<file path="src/rtl/bcd_cal_pkg.sv">
// Package: shared BCD arithmetic for the calendar counter.
// Assumes byte-wide packed BCD values, tens digit in bits 7:4.
package bcd_cal_pkg;

    typedef struct packed {
        logic [7:0] val;
        logic       wrap;
    } bcd_res_t;

    // Next value of a field on one step: wraps lim -> minv, and clears out-of-range values on units >= 9
    function automatic bcd_res_t bcd_next(input logic [7:0] v,
                                          input logic [7:0] lim,
                                          input logic [7:0] minv);
        bcd_res_t r;
        r.wrap = 1'b0;
        if (v == lim) begin
            r.val  = minv;
            r.wrap = 1'b1;
        end else if (v[3:0] >= 4'd9) begin
            if ((v[3:0] > 4'd9) || (v > lim))
                r.val = 8'h00;
            else
                r.val = {v[7:4] + 4'd1, 4'd0};
        end else begin
            r.val = {v[7:4], v[3:0] + 4'd1};
        end
        return r;
    endfunction

    // Leap test on a two-digit BCD year: 10 is 2 mod 4, so an odd tens digit adds 2
    function automatic logic is_leap(input logic [7:0] y);
        logic [3:0] m;
        m = y[3:0] + {2'b00, y[4], 1'b0};
        return (m & 4'd3) == 4'd0;
    endfunction

    // Last day of a BCD month; unknown months get 31
    function automatic logic [7:0] month_days(input logic [7:0] mon, input logic leap);
        logic [7:0] d;
        case (mon)
            8'h02:                      d = leap ? 8'h29 : 8'h28;
            8'h04, 8'h06, 8'h09, 8'h11: d = 8'h30;
            default:                    d = 8'h31;
        endcase
        return d;
    endfunction

endpackage

</file>
<file path="src/rtl/bcd_field.sv">
// Module: one packed-BCD counter field with parallel load.
// Steps once per cycle when step is high, wrapping from lim to MINV.
// Assumes lim is a legal BCD value; load takes priority over step.
module bcd_field
    import bcd_cal_pkg::*;
#(
    parameter logic [7:0] RSTV = 8'h00,
    parameter logic [7:0] MINV = 8'h00
) (
    input  logic       clk,
    input  logic       rst_n,
    input  logic       ld,
    input  logic [7:0] ld_val,
    input  logic       step,
    input  logic [7:0] lim,
    output logic [7:0] q
);

    bcd_res_t nxt;

    // Compute the stepped value of the field
    always_comb nxt = bcd_next(q, lim, MINV);

    // Register: reset, load, or step
    always_ff @(posedge clk) begin
        if (!rst_n)    q <= RSTV;
        else if (ld)   q <= ld_val;
        else if (step) q <= nxt.val;
    end

endmodule

</file>
<file path="src/rtl/bcd_hour_field.sv">
// Module: hours register in 24-hour or 12-hour format.
// In 12-hour mode bits 6:0 count 12,01..11 and bit 7 is the PM flag.
// day_carry is combinational and is high when this step ends the day.
module bcd_hour_field
    import bcd_cal_pkg::*;
#(
    parameter logic [7:0] RSTV = 8'h00
) (
    input  logic       clk,
    input  logic       rst_n,
    input  logic       fmt12,
    input  logic       ld,
    input  logic [7:0] ld_val,
    input  logic       step,
    output logic [7:0] q,
    output logic       day_carry
);

    localparam logic [7:0] LIM24 = 8'h23;
    localparam logic [7:0] LIM12 = 8'h12;

    bcd_res_t   r24;
    bcd_res_t   r12;
    logic [7:0] nxt;
    logic       wrap;

    // Select the next hour value and the day-end condition for the active format
    always_comb begin
        r24  = bcd_next(q, LIM24, 8'h00);
        r12  = bcd_next({1'b0, q[6:0]}, LIM12, 8'h01);
        nxt  = r24.val;
        wrap = r24.wrap;
        if (fmt12) begin
            wrap = 1'b0;
            if (q[6:0] == 7'h12) begin
                nxt = {q[7], 7'h01};
            end else if (q[6:0] == 7'h11) begin
                nxt  = {~q[7], 7'h12};
                wrap = q[7];
            end else begin
                nxt = {q[7], r12.val[6:0]};
            end
        end
        day_carry = step && wrap;
    end

    // Register: reset, load, or step
    always_ff @(posedge clk) begin
        if (!rst_n)    q <= RSTV;
        else if (ld)   q <= ld_val;
        else if (step) q <= nxt;
    end

endmodule

</file>
<file path="src/rtl/bcd_week_field.sv">
// Module: week-number register.
// On a day step it reseeds on a new year (00 if the new weekday is 5..7, else 01),
// or counts up when the weekday wraps from 7 to 1. Assumes weekdays 1..7.
module bcd_week_field
    import bcd_cal_pkg::*;
#(
    parameter logic [7:0] RSTV     = 8'h00,
    parameter logic [7:0] WEEK_LIM = 8'h53,
    parameter logic [7:0] WDAY_LIM = 8'h07,
    parameter logic [7:0] LATE_DAY = 8'h05
) (
    input  logic       clk,
    input  logic       rst_n,
    input  logic       ld,
    input  logic [7:0] ld_val,
    input  logic       day_step,
    input  logic       new_year,
    input  logic [7:0] wday,
    output logic [7:0] q
);

    bcd_res_t   wk_nxt;
    bcd_res_t   wd_nxt;
    logic [7:0] seed;

    // Derive the new weekday, the seed week and the counted week
    always_comb begin
        wd_nxt = bcd_next(wday, WDAY_LIM, 8'h01);
        wk_nxt = bcd_next(q, WEEK_LIM, 8'h00);
        seed   = (wd_nxt.val >= LATE_DAY && wd_nxt.val <= WDAY_LIM) ? 8'h00 : 8'h01;
    end

    // Register: reset, load, reseed at year start, or count on a Monday
    always_ff @(posedge clk) begin
        if (!rst_n)                      q <= RSTV;
        else if (ld)                     q <= ld_val;
        else if (day_step && new_year)   q <= seed;
        else if (day_step && wd_nxt.wrap) q <= wk_nxt.val;
    end

endmodule

</file>
<file path="src/rtl/bcd_cal_core.sv">
// Module: live timekeeping core. One tick (10 ms) advances the whole BCD
// chain in a single edge: hundredths..year, weekday and week number.
// Assumes tick is a one-cycle pulse; load overrides tick.
module bcd_cal_core
    import bcd_cal_pkg::*;
#(
    parameter logic [7:0] RST_DATE  = 8'h01,
    parameter logic [7:0] RST_MONTH = 8'h01,
    parameter logic [7:0] RST_YEAR  = 8'h00,
    parameter logic [7:0] RST_WDAY  = 8'h06,
    parameter logic [7:0] RST_WEEK  = 8'h00,
    parameter int         SUB_N     = 3
) (
    input  logic       clk,
    input  logic       rst_n,
    input  logic       tick,
    input  logic       fmt_12h,
    input  logic       load,
    input  logic [7:0] ld_hund,
    input  logic [7:0] ld_sec,
    input  logic [7:0] ld_min,
    input  logic [7:0] ld_hour,
    input  logic [7:0] ld_date,
    input  logic [7:0] ld_month,
    input  logic [7:0] ld_year,
    input  logic [7:0] ld_wday,
    input  logic [7:0] ld_week,
    output logic [7:0] q_hund,
    output logic [7:0] q_sec,
    output logic [7:0] q_min,
    output logic [7:0] q_hour,
    output logic [7:0] q_date,
    output logic [7:0] q_month,
    output logic [7:0] q_year,
    output logic [7:0] q_wday,
    output logic [7:0] q_week
);

    localparam int         SUB_W    = 8 * SUB_N;
    localparam logic [SUB_W-1:0] SUB_LIM = {8'h59, 8'h59, 8'h99};
    localparam logic [7:0] MONTH_LIM = 8'h12;
    localparam logic [7:0] YEAR_LIM  = 8'h99;
    localparam logic [7:0] WDAY_LIM  = 8'h07;

    logic [SUB_W-1:0] sub_ld;
    logic [SUB_W-1:0] sub_q;
    logic [SUB_N:0]   sub_step;
    logic             day_step;
    logic [7:0]       date_lim;
    logic             month_step;
    logic             year_step;

    // Gather the sub-hour load values and outputs in chain order
    always_comb begin
        sub_ld   = {ld_min, ld_sec, ld_hund};
        q_hund   = sub_q[7:0];
        q_sec    = sub_q[15:8];
        q_min    = sub_q[23:16];
    end

    assign sub_step[0] = tick;

    // Hundredths, seconds and minutes: identical fields in a ripple chain
    for (genvar i = 0; i < SUB_N; i++) begin : g_sub
        bcd_field #(.RSTV(8'h00), .MINV(8'h00)) u_fld (
            .clk    (clk),
            .rst_n  (rst_n),
            .ld     (load),
            .ld_val (sub_ld[i*8 +: 8]),
            .step   (sub_step[i]),
            .lim    (SUB_LIM[i*8 +: 8]),
            .q      (sub_q[i*8 +: 8])
        );
        assign sub_step[i+1] = sub_step[i] && (sub_q[i*8 +: 8] == SUB_LIM[i*8 +: 8]);
    end

    bcd_hour_field #(.RSTV(8'h00)) u_hour (
        .clk       (clk),
        .rst_n     (rst_n),
        .fmt12     (fmt_12h),
        .ld        (load),
        .ld_val    (ld_hour),
        .step      (sub_step[SUB_N]),
        .q         (q_hour),
        .day_carry (day_step)
    );

    // Month length for the date wrap, and carries up the calendar part of the chain
    always_comb begin
        date_lim   = month_days(q_month, is_leap(q_year));
        month_step = day_step && (q_date == date_lim);
        year_step  = month_step && (q_month == MONTH_LIM);
    end

    bcd_field #(.RSTV(RST_DATE), .MINV(8'h01)) u_date (
        .clk(clk), .rst_n(rst_n), .ld(load), .ld_val(ld_date),
        .step(day_step), .lim(date_lim), .q(q_date)
    );

    bcd_field #(.RSTV(RST_MONTH), .MINV(8'h01)) u_month (
        .clk(clk), .rst_n(rst_n), .ld(load), .ld_val(ld_month),
        .step(month_step), .lim(MONTH_LIM), .q(q_month)
    );

    bcd_field #(.RSTV(RST_YEAR), .MINV(8'h00)) u_year (
        .clk(clk), .rst_n(rst_n), .ld(load), .ld_val(ld_year),
        .step(year_step), .lim(YEAR_LIM), .q(q_year)
    );

    bcd_field #(.RSTV(RST_WDAY), .MINV(8'h01)) u_wday (
        .clk(clk), .rst_n(rst_n), .ld(load), .ld_val(ld_wday),
        .step(day_step), .lim(WDAY_LIM), .q(q_wday)
    );

    bcd_week_field #(.RSTV(RST_WEEK), .WDAY_LIM(WDAY_LIM)) u_week (
        .clk      (clk),
        .rst_n    (rst_n),
        .ld       (load),
        .ld_val   (ld_week),
        .day_step (day_step),
        .new_year (year_step),
        .wday     (q_wday),
        .q        (q_week)
    );

endmodule

</file>
<file path="config.mk">
export PLATFORM = sky130hd
export DESIGN_NAME = bcd_cal_core
export DESIGN_NICKNAME = d
export VERILOG_FILES = /design/src/rtl/bcd_cal_pkg.sv /design/src/rtl/bcd_field.sv /design/src/rtl/bcd_hour_field.sv /design/src/rtl/bcd_week_field.sv /design/src/rtl/bcd_cal_core.sv
export SDC_FILE = /design/constraint.sdc
export NUM_CORES = 1
export LEC_CHECK = 0
export ABC_AREA = 1
export BUFFER_PORTS_ARGS = -buffer_cell sky130_fd_sc_hd__buf_4
export CORE_MARGIN = 3
export CORE_UTILIZATION = 59
export CTS_BUF_LIST = sky130_fd_sc_hd__clkbuf_4
export CTS_CLUSTER_SIZE = 20
export DETAILED_ROUTE_END_ITERATION = 12
export HOLD_SLACK_MARGIN = 0.08
export PLACE_DENSITY = 0.95
export SYNTH_ARGS = -nofsm -noshare
export SYNTH_HDL_FRONTEND = slang
export SYNTH_SLANG_ARGS = --single-unit
</file>
<file path="constraint.sdc">
create_clock -name clk -period 3.55 [get_ports clk]
set_input_delay 0.71 -clock clk [delete_from_list [all_inputs] [get_ports clk]]
set_output_delay 0.71 -clock clk [all_outputs]
set_load 0.03 [all_outputs]
</file>
==> results of run 1 <==
through the flow:
step / power [W] / setup slack [ns] / hold slack, ns / utilization, % / instance area, sq um
final: 0.00240 / 0.648 / 0.517 / 79.2 / 6670
after global routing: 0.00251 / 0.288 / 0.498 / 79.2 / 6670
after detailed placement: 0.00158 / 0.716 / 0.511 / 76.4 / 6440
after global placement: 0.00156 / 0.892 / 0.491 / 76.4 / 6440
after floorplan: 0.00134 / 0.914 / 0.605 / - / 5260
after CTS: 0.00240 / 0.669 / 0.511 / 79.2 / 6670
flip-flops by register name, indices dropped and copies added, names as in the netlist:
signal         count
g_sub.u_fld.q     24
u_date.q           8
u_hour.q           8
u_month.q          8
u_wday.q           8
u_week.q           8
u_year.q           8
layout make-up:
type,count,area share [%]
Clock buffer,9,1.01
Timing Repair Buffer,150,17.1
Clock inverter,7,2.51
Inverter,87,4.89
Sequential cell,72,21.6
Multi-Input combinational cell,588,50.9
Tap cell,105,1.97
worst register-to-register path, stage by stage, from the launching register on:
cell and delay, ns:
dfxtp_1 0.37, inv_1 0.16, ha_1 0.17, inv_1 0.06, nor3_1 0.19, o21ai_0 0.12
o21ai_0 0.12, a21oi_1 0.12, ha_1 0.29, nand2_1 0.04, nor3_1 0.13, nand2_1 0.10
nand2_1 0.23, nand3_4 0.25, nor2_4 0.20, inv_2 0.07, nor2_1 0.13, nor2_1 0.07
report_power, final:
| group | total [W] | leakage [nW] | internal, W | switching [W] |
|---|---|---|---|---|
| sequential | 0.000949 | 0.593 | 0.000862 | 0.0000872 |
| combinational | 0.000634 | 2.41 | 0.000249 | 0.000385 |
| clock | 0.000820 | 0.120 | 0.000500 | 0.000319 |
final timing paths:
kind	endpoint	slack, ns	start
max reg2reg	u_year.q[4]	0.65	u_month.q[1]
min	u_wday.q[1]	0.52	ld_wday[1]
max	u_year.q[4]	0.65	u_month.q[1]
min reg2reg	u_month.q[6]	0.53	u_month.q[6]
layer usage:
| layer | share of wire (%) | global-route usage (%) |
|---|---|---|
| met1 | 40 | 38.8 |
| met2 | 49 | 52.7 |
| met3 | 8.6 | 5.35 |
| met4 | 2.3 | 10.8 |
| met5 | 0 | 0 |
logic make-up (layout without fill, tap and decap cells):
group / count (synthesis) / in the layout / synth area share [%]
xor+xnor: 22 / 22 / 3.66
compound gates: 197 / 197 / 21.0
simple gates: 316 / 316 / 27.4
fa+ha+maj: 53 / 53 / 12.6
buf+inv: 108 / 253 / 7.95
flops: 72 / 72 / 27.4
placed cells by master (no fill, tap or decap), types with 2 or more instances in the layout:
cell         n
a211oi_1     5
a21oi_1     81
a221oi_1     3
a22oi_1      5
a31oi_1     15
buf_4      149
bufinv_16    5
clkbuf_4     9
clkinv_4     2
dfxtp_1     72
ha_1        53
inv_1       82
inv_2        5
nand2_1    139
nand2_2      5
nand3_1     48
nand3_2      3
nand3_4      3
nand3b_1     3
nand4_1     13
nor2_1      73
nor2_2       6
nor2_4       3
nor3_1      12
o211ai_1     7
o21ai_0     69
o21ai_1      2
or2_2        4
xnor2_1     12
xor2_1      10
==> metrics.md, run 1 <==
| Metric | Value |
|---|---|
| Post-Route WL | `15.9 mm` |
| Die area | `10,100 sq um` |
| Top post-synthesis cells by area | `dfxtp_1 27%, ha_1 13%, nand2_1 9.9%` |
| Post-cts resize count | `0` |
| CTS tree | `yes` |
| RSZ-0062 raised after global routing | `false` |
| Non-Filler Instances | `1,018` |
| Flip-flop and latch count after synthesis | `72` |
| Antenna diodes | `0` |
| I/O Pins | `149` |
| WL/cell | `15.6 um` |
| IO Port Bufs | `148` |
| YS warnings | `0` |
| Final Wtd Congestion | `0.934` |
| Initial antenna violation count | `0` |
| # hold bufs at CTS | `0` |
| Max incr delay on CP | `0.37 ns` |
| Synth cell types | `44` |
| Clock Tree Root | `clkbuf_4` |
| Status | `complete, no violations` |
| Hpwl dp | `11.6 mm` |
| Core ar. | `8420 sq um` |
| VDD IR max | `256 uV` |
| Hold/Removal Path Class | `input port to flop` |
| CP Max Fanout | `15` |
| Grt ovf | `0` |
| Top_reg_cell synth | `dfxtp_1` |
| Clock Latency Late Sink | `0.44 ns` |
| Die Ht | `100 um` |
| Post-Syn Area per Cell | `6.85 sq um` |
| Initial Util | `62.4%` |
| Sequential element share of the synthesized area | `27.4%` |
| Top cells by count, synth | `139 x nand2_1, 82 x inv_1, 81 x a21oi_1` |
| Num rows | `33` |
| Crit-path slowest cell | `dfxtp_1` |
| Tot GR Track Use | `30.7%` |
| Relative slew slack | `22.3%` |
| Crit-path most repeated cell | `nand2_1` |
| Fillers | `609` |
| First drt pass iteration count | `7` |
| Syn nets | `898` |
| Drt drc | `0` |
| Sum Neg Setup Slack | `0 ns` |
| Largest net degree at the start of global routing | `82` |
| CTS HTree Levels | `3` |
| Share of layout cells above drive strength 1 | `21.8%` |
| Worst Path Buf+Inv | `3` |
| Final ANT Viol Nets | `0` |
| Final worst path period share | `81.8%` |
| Clock Skew | `0.0124 ns` |
| Req. time, crit path | `3.89 ns` |
| Synth area leader | `dfxtp_1` |
| Most common cell in the netlist | `nand2_1` |
| Critical Path Stages | `17` |
| Post-CTS Setup Inserts | `0` |
| CP Class | `flop to flop` |
| Register area | `1440 sq um` |
| Max-cap violations | `0` |
| Crit end category | `flop` |
| Post-DR vias/cell | `5.91` |
| First-pass GRT wire length | `25.7 mm` |
| Clock sinks | `72` |
| Die Wd | `100 um` |
| Starting DRT DRC Count | `423` |
| Inserted Clock Buffers | `9` |
| CP Cell Sequence | `inv_1 > ha_1 > inv_1 > nor3_1 > o21ai_0 > o21ai_0 > a21oi_1 > ha_1 > nand2_1 > nor3_1 > nand2_1 > nand2_1 > nand3_4 > nor2_4 > inv_2 > nor2_1 > nor2_1` |
| Clock buffer depth | `2` |
| Crit path time final | `2.90 ns` |
| Layout overhead on the synthesized area | `26.9%` |
| Power Dens Cells | `360 nW/um^2` |
| Max Fclk | `345 MHz` |
| Top-area cell type share of the netlist area | `27.4%` |
| Worst EP arrival | `3.24 ns` |
| Final setup fails | `0` |
| Nets@finish | `1,038` |
| Detailed-route via count | `6,021` |
| R2R depth | `17` |
| Slew Limit Fails | `0` |
| Hold Fails Final Rpt | `0` |
| Leak | `3.13 nW` |
| CP Launch Type | `flop` |
| Number of synthesized flops with an enable pin | `0` |
| Hold depth | `3` |
| Syn Inst Count | `768` |
| Clock slew at reported path FFs | `0.13 ns` |
| Placed Instances | `1,002` |
| Multi-input gate area | `3400 sq um` |
| Worst path top cell family by delay | `simple AND/OR/NAND/NOR gates` |
| Worst Tran Pin Value | `1.16 ns` |
| Mapped Area | `5260 sq um` |
| Vias in the first global route | `5,666` |
| Fraction of registers with async set/reset | `0%` |
(Power assumes the default switching activity.)
==> run 2, diff against run 1 <==
--- a/config.mk
+++ b/config.mk
@@ -8,12 +8,12 @@
 export ABC_AREA = 1
 export BUFFER_PORTS_ARGS = -buffer_cell sky130_fd_sc_hd__buf_4
 export CORE_MARGIN = 3
-export CORE_UTILIZATION = 59
+export CORE_UTILIZATION = 55
 export CTS_BUF_LIST = sky130_fd_sc_hd__clkbuf_4
 export CTS_CLUSTER_SIZE = 20
 export DETAILED_ROUTE_END_ITERATION = 12
 export HOLD_SLACK_MARGIN = 0.08
-export PLACE_DENSITY = 0.95
+export PLACE_DENSITY = 0.91
 export SYNTH_ARGS = -nofsm -noshare
 export SYNTH_HDL_FRONTEND = slang
 export SYNTH_SLANG_ARGS = --single-unit
==> constraint.sdc (replaced) <==
create_clock -name clk -period 2.7 [get_ports clk]
set_input_delay 0.54 -clock clk [delete_from_list [all_inputs] [get_ports clk]]
set_output_delay 0.54 -clock clk [all_outputs]
set_load 0.03 [all_outputs]
==> metrics.md, run 2 (same netlist as run 1, synthesis figures left out) <==
| Metric | Value |
|---|---|
| Crit end category | `flop` |
| Clock Latency Late Sink | `0.43 ns` |
| I/O Pins | `149` |
| Layout overhead on the synthesized area | `29.1%` |
| Slew Limit Fails | `0` |
| Max FFs per register | `24` |
| CTS HTree Levels | `3` |
| Overall Power | `0.00285 W` |
| IO Port Bufs | `148` |
| Post-Route WL | `14.7 mm` |
| # hold bufs at CTS | `0` |
| Starting DRT DRC Count | `304` |
| Worst Tran Pin Value | `0.730 ns` |
| Die Ht | `104 um` |
| Clock slew at reported path FFs | `0.14 ns` |
| Core ar. | `9280 sq um` |
| Most frequent cells in the layout | `162 x buf_4, 136 x nand2_1, 80 x a21oi_1` |
| Share of layout cells above drive strength 1 | `24.7%` |
| Grt ovf | `0` |
| RSZ-0062 raised after global routing | `true` |
| Clock buffer depth | `2` |
| Commonest non-fill, non-tap cell in the layout | `buf_4` |
| Clock Tree Root | `clkbuf_4` |
| CTS tree | `yes` |
| Largest net degree at the start of global routing | `43` |
| Initial antenna violation count | `0` |
| Antenna diodes | `0` |
| Hold Fails Final Rpt | `0` |
| Hpwl dp | `11.1 mm` |
| Non-Filler Instances | `1,055` |
| Relative slew slack | `51.3%` |
| WL/cell | `14.0 um` |
| VDD IR max | `353 uV` |
| Die Wd | `104 um` |
| Leak | `3.16 nW` |
| Final setup fails | `0` |
| Detailed-route via count | `5,760` |
| Nets@finish | `1,051` |
| Final worst path period share | `94.8%` |
| Inserted Clock Buffers | `9` |
| Initial Util | `56.6%` |
| Max-cap violations | `0` |
| Status | `complete, no violations` |
| CP Class | `flop to flop` |
| Hold/Removal Path Class | `input port to flop` |
| Die area | `10,800 sq um` |
| Final ANT Viol Nets | `0` |
| First drt pass iteration count | `5` |
| Drt drc | `0` |
| Num rows | `35` |
| CP Max Fanout | `6` |
| Most flops, register | `g_sub.u_fld.q` |
| First-pass GRT wire length | `24.3 mm` |
| Crit path time final | `2.56 ns` |
| Clock sinks | `72` |
| Req. time, crit path | `3.03 ns` |
| Tot GR Track Use | `26.6%` |
| Clock Skew | `0.0273 ns` |
| Post-DR vias/cell | `5.46` |
| Worst EP arrival | `2.89 ns` |
| Placed Instances | `1,035` |
| Max Fclk | `391 MHz` |
| Power Dens Cells | `420 nW/um^2` |
| Vias in the first global route | `5,310` |
| CP Launch Type | `flop` |
| Final Wtd Congestion | `0.928` |
run 2: changes by cell type in the layout (fill, tap and decap cells not counted), sizes merged:
cell	previous run	this run
bufinv	5	2
inv	87	88
buf	150	163
clkinv	2	4
run 2: metrics by stage:
step	cell area (sq um)	setup TNS, ns	worst slack [ns]	util [%]	hold slack (ns)
6_report	6790	0	0.141	73.1	0.370
4_1_cts	6710	0	0.0260	72.2	0.349
2_1_floorplan	5260	0	0.0642	-	0.605
5_1_grt	6790	-0.0569	-0.0256	73.1	0.350
3_3_place_gp	6520	0	0.0914	70.2	0.488
3_5_place_dp	6520	-0.0338	-0.0175	70.2	0.497
run 2: worst paths after layout:
check / startpoint / end / slack [ns] / depth (start not counted)
worst max-delay path: u_month.q[1] / u_week.q[5] / 0.14 / 18
worst min-delay path: ld_hund[7] / g_sub[0].u_fld.q[7] / 0.37 / 3
worst max register to register: u_month.q[1] / u_week.q[5] / 0.14 / 18
worst min register to register: u_wday.q[7] / u_wday.q[7] / 0.52 / 2
run 2: power by group:
| part | switching, W | internal [W] | total, W |
|---|---|---|---|
| Sequential | 0.000112 | 0.00113 | 0.00124 |
| Clock | 0.000398 | 0.000369 | 0.000767 |
| Combinational | 0.000500 | 0.000342 | 0.000842 |
run 2: routing by layer:
metal	global-route usage, %	routed length (um)	part of all wire [%]
met1	35.1	6560	45
met2	43.5	6850	46
met3	4.17	956	6.5
met4	10.6	368	2.5
met5	0	0	0
run 2: worst max-delay path: stages (launching register included):
cell	delay, ns
dfxtp_4	0.38
inv_4	0.07
ha_1	0.14
inv_1	0.08
nor3_2	0.21
o21ai_1	0.10
o21ai_1	0.11
a21oi_1	0.09
ha_1	0.28
nand2_1	0.06
nor3_2	0.10
nand2_1	0.09
nand2_2	0.12
nand3_4	0.17
buf_12	0.19
nand2_2	0.05
nand2_1	0.05
nor2_1	0.12
nor2_1	0.06
run 2: area by class of cell:
class                   count  area (sq um)
multi-input cells         588          3460
fillers                   757          2500
flip-flops and latches     72          1450
repair buffers            163          1240
inverters                  87           329
well taps                 129           161
clock inverters             7          85.1
clock buffers               9          67.6
run 2: what timing repair did:
action / 4_1_cts / 5_1_grt
resized for setup: 1 / 28
pin swaps: 1 / 7
endpoints found under the setup margin: 9 / 32
setup buffers: 2 / 2
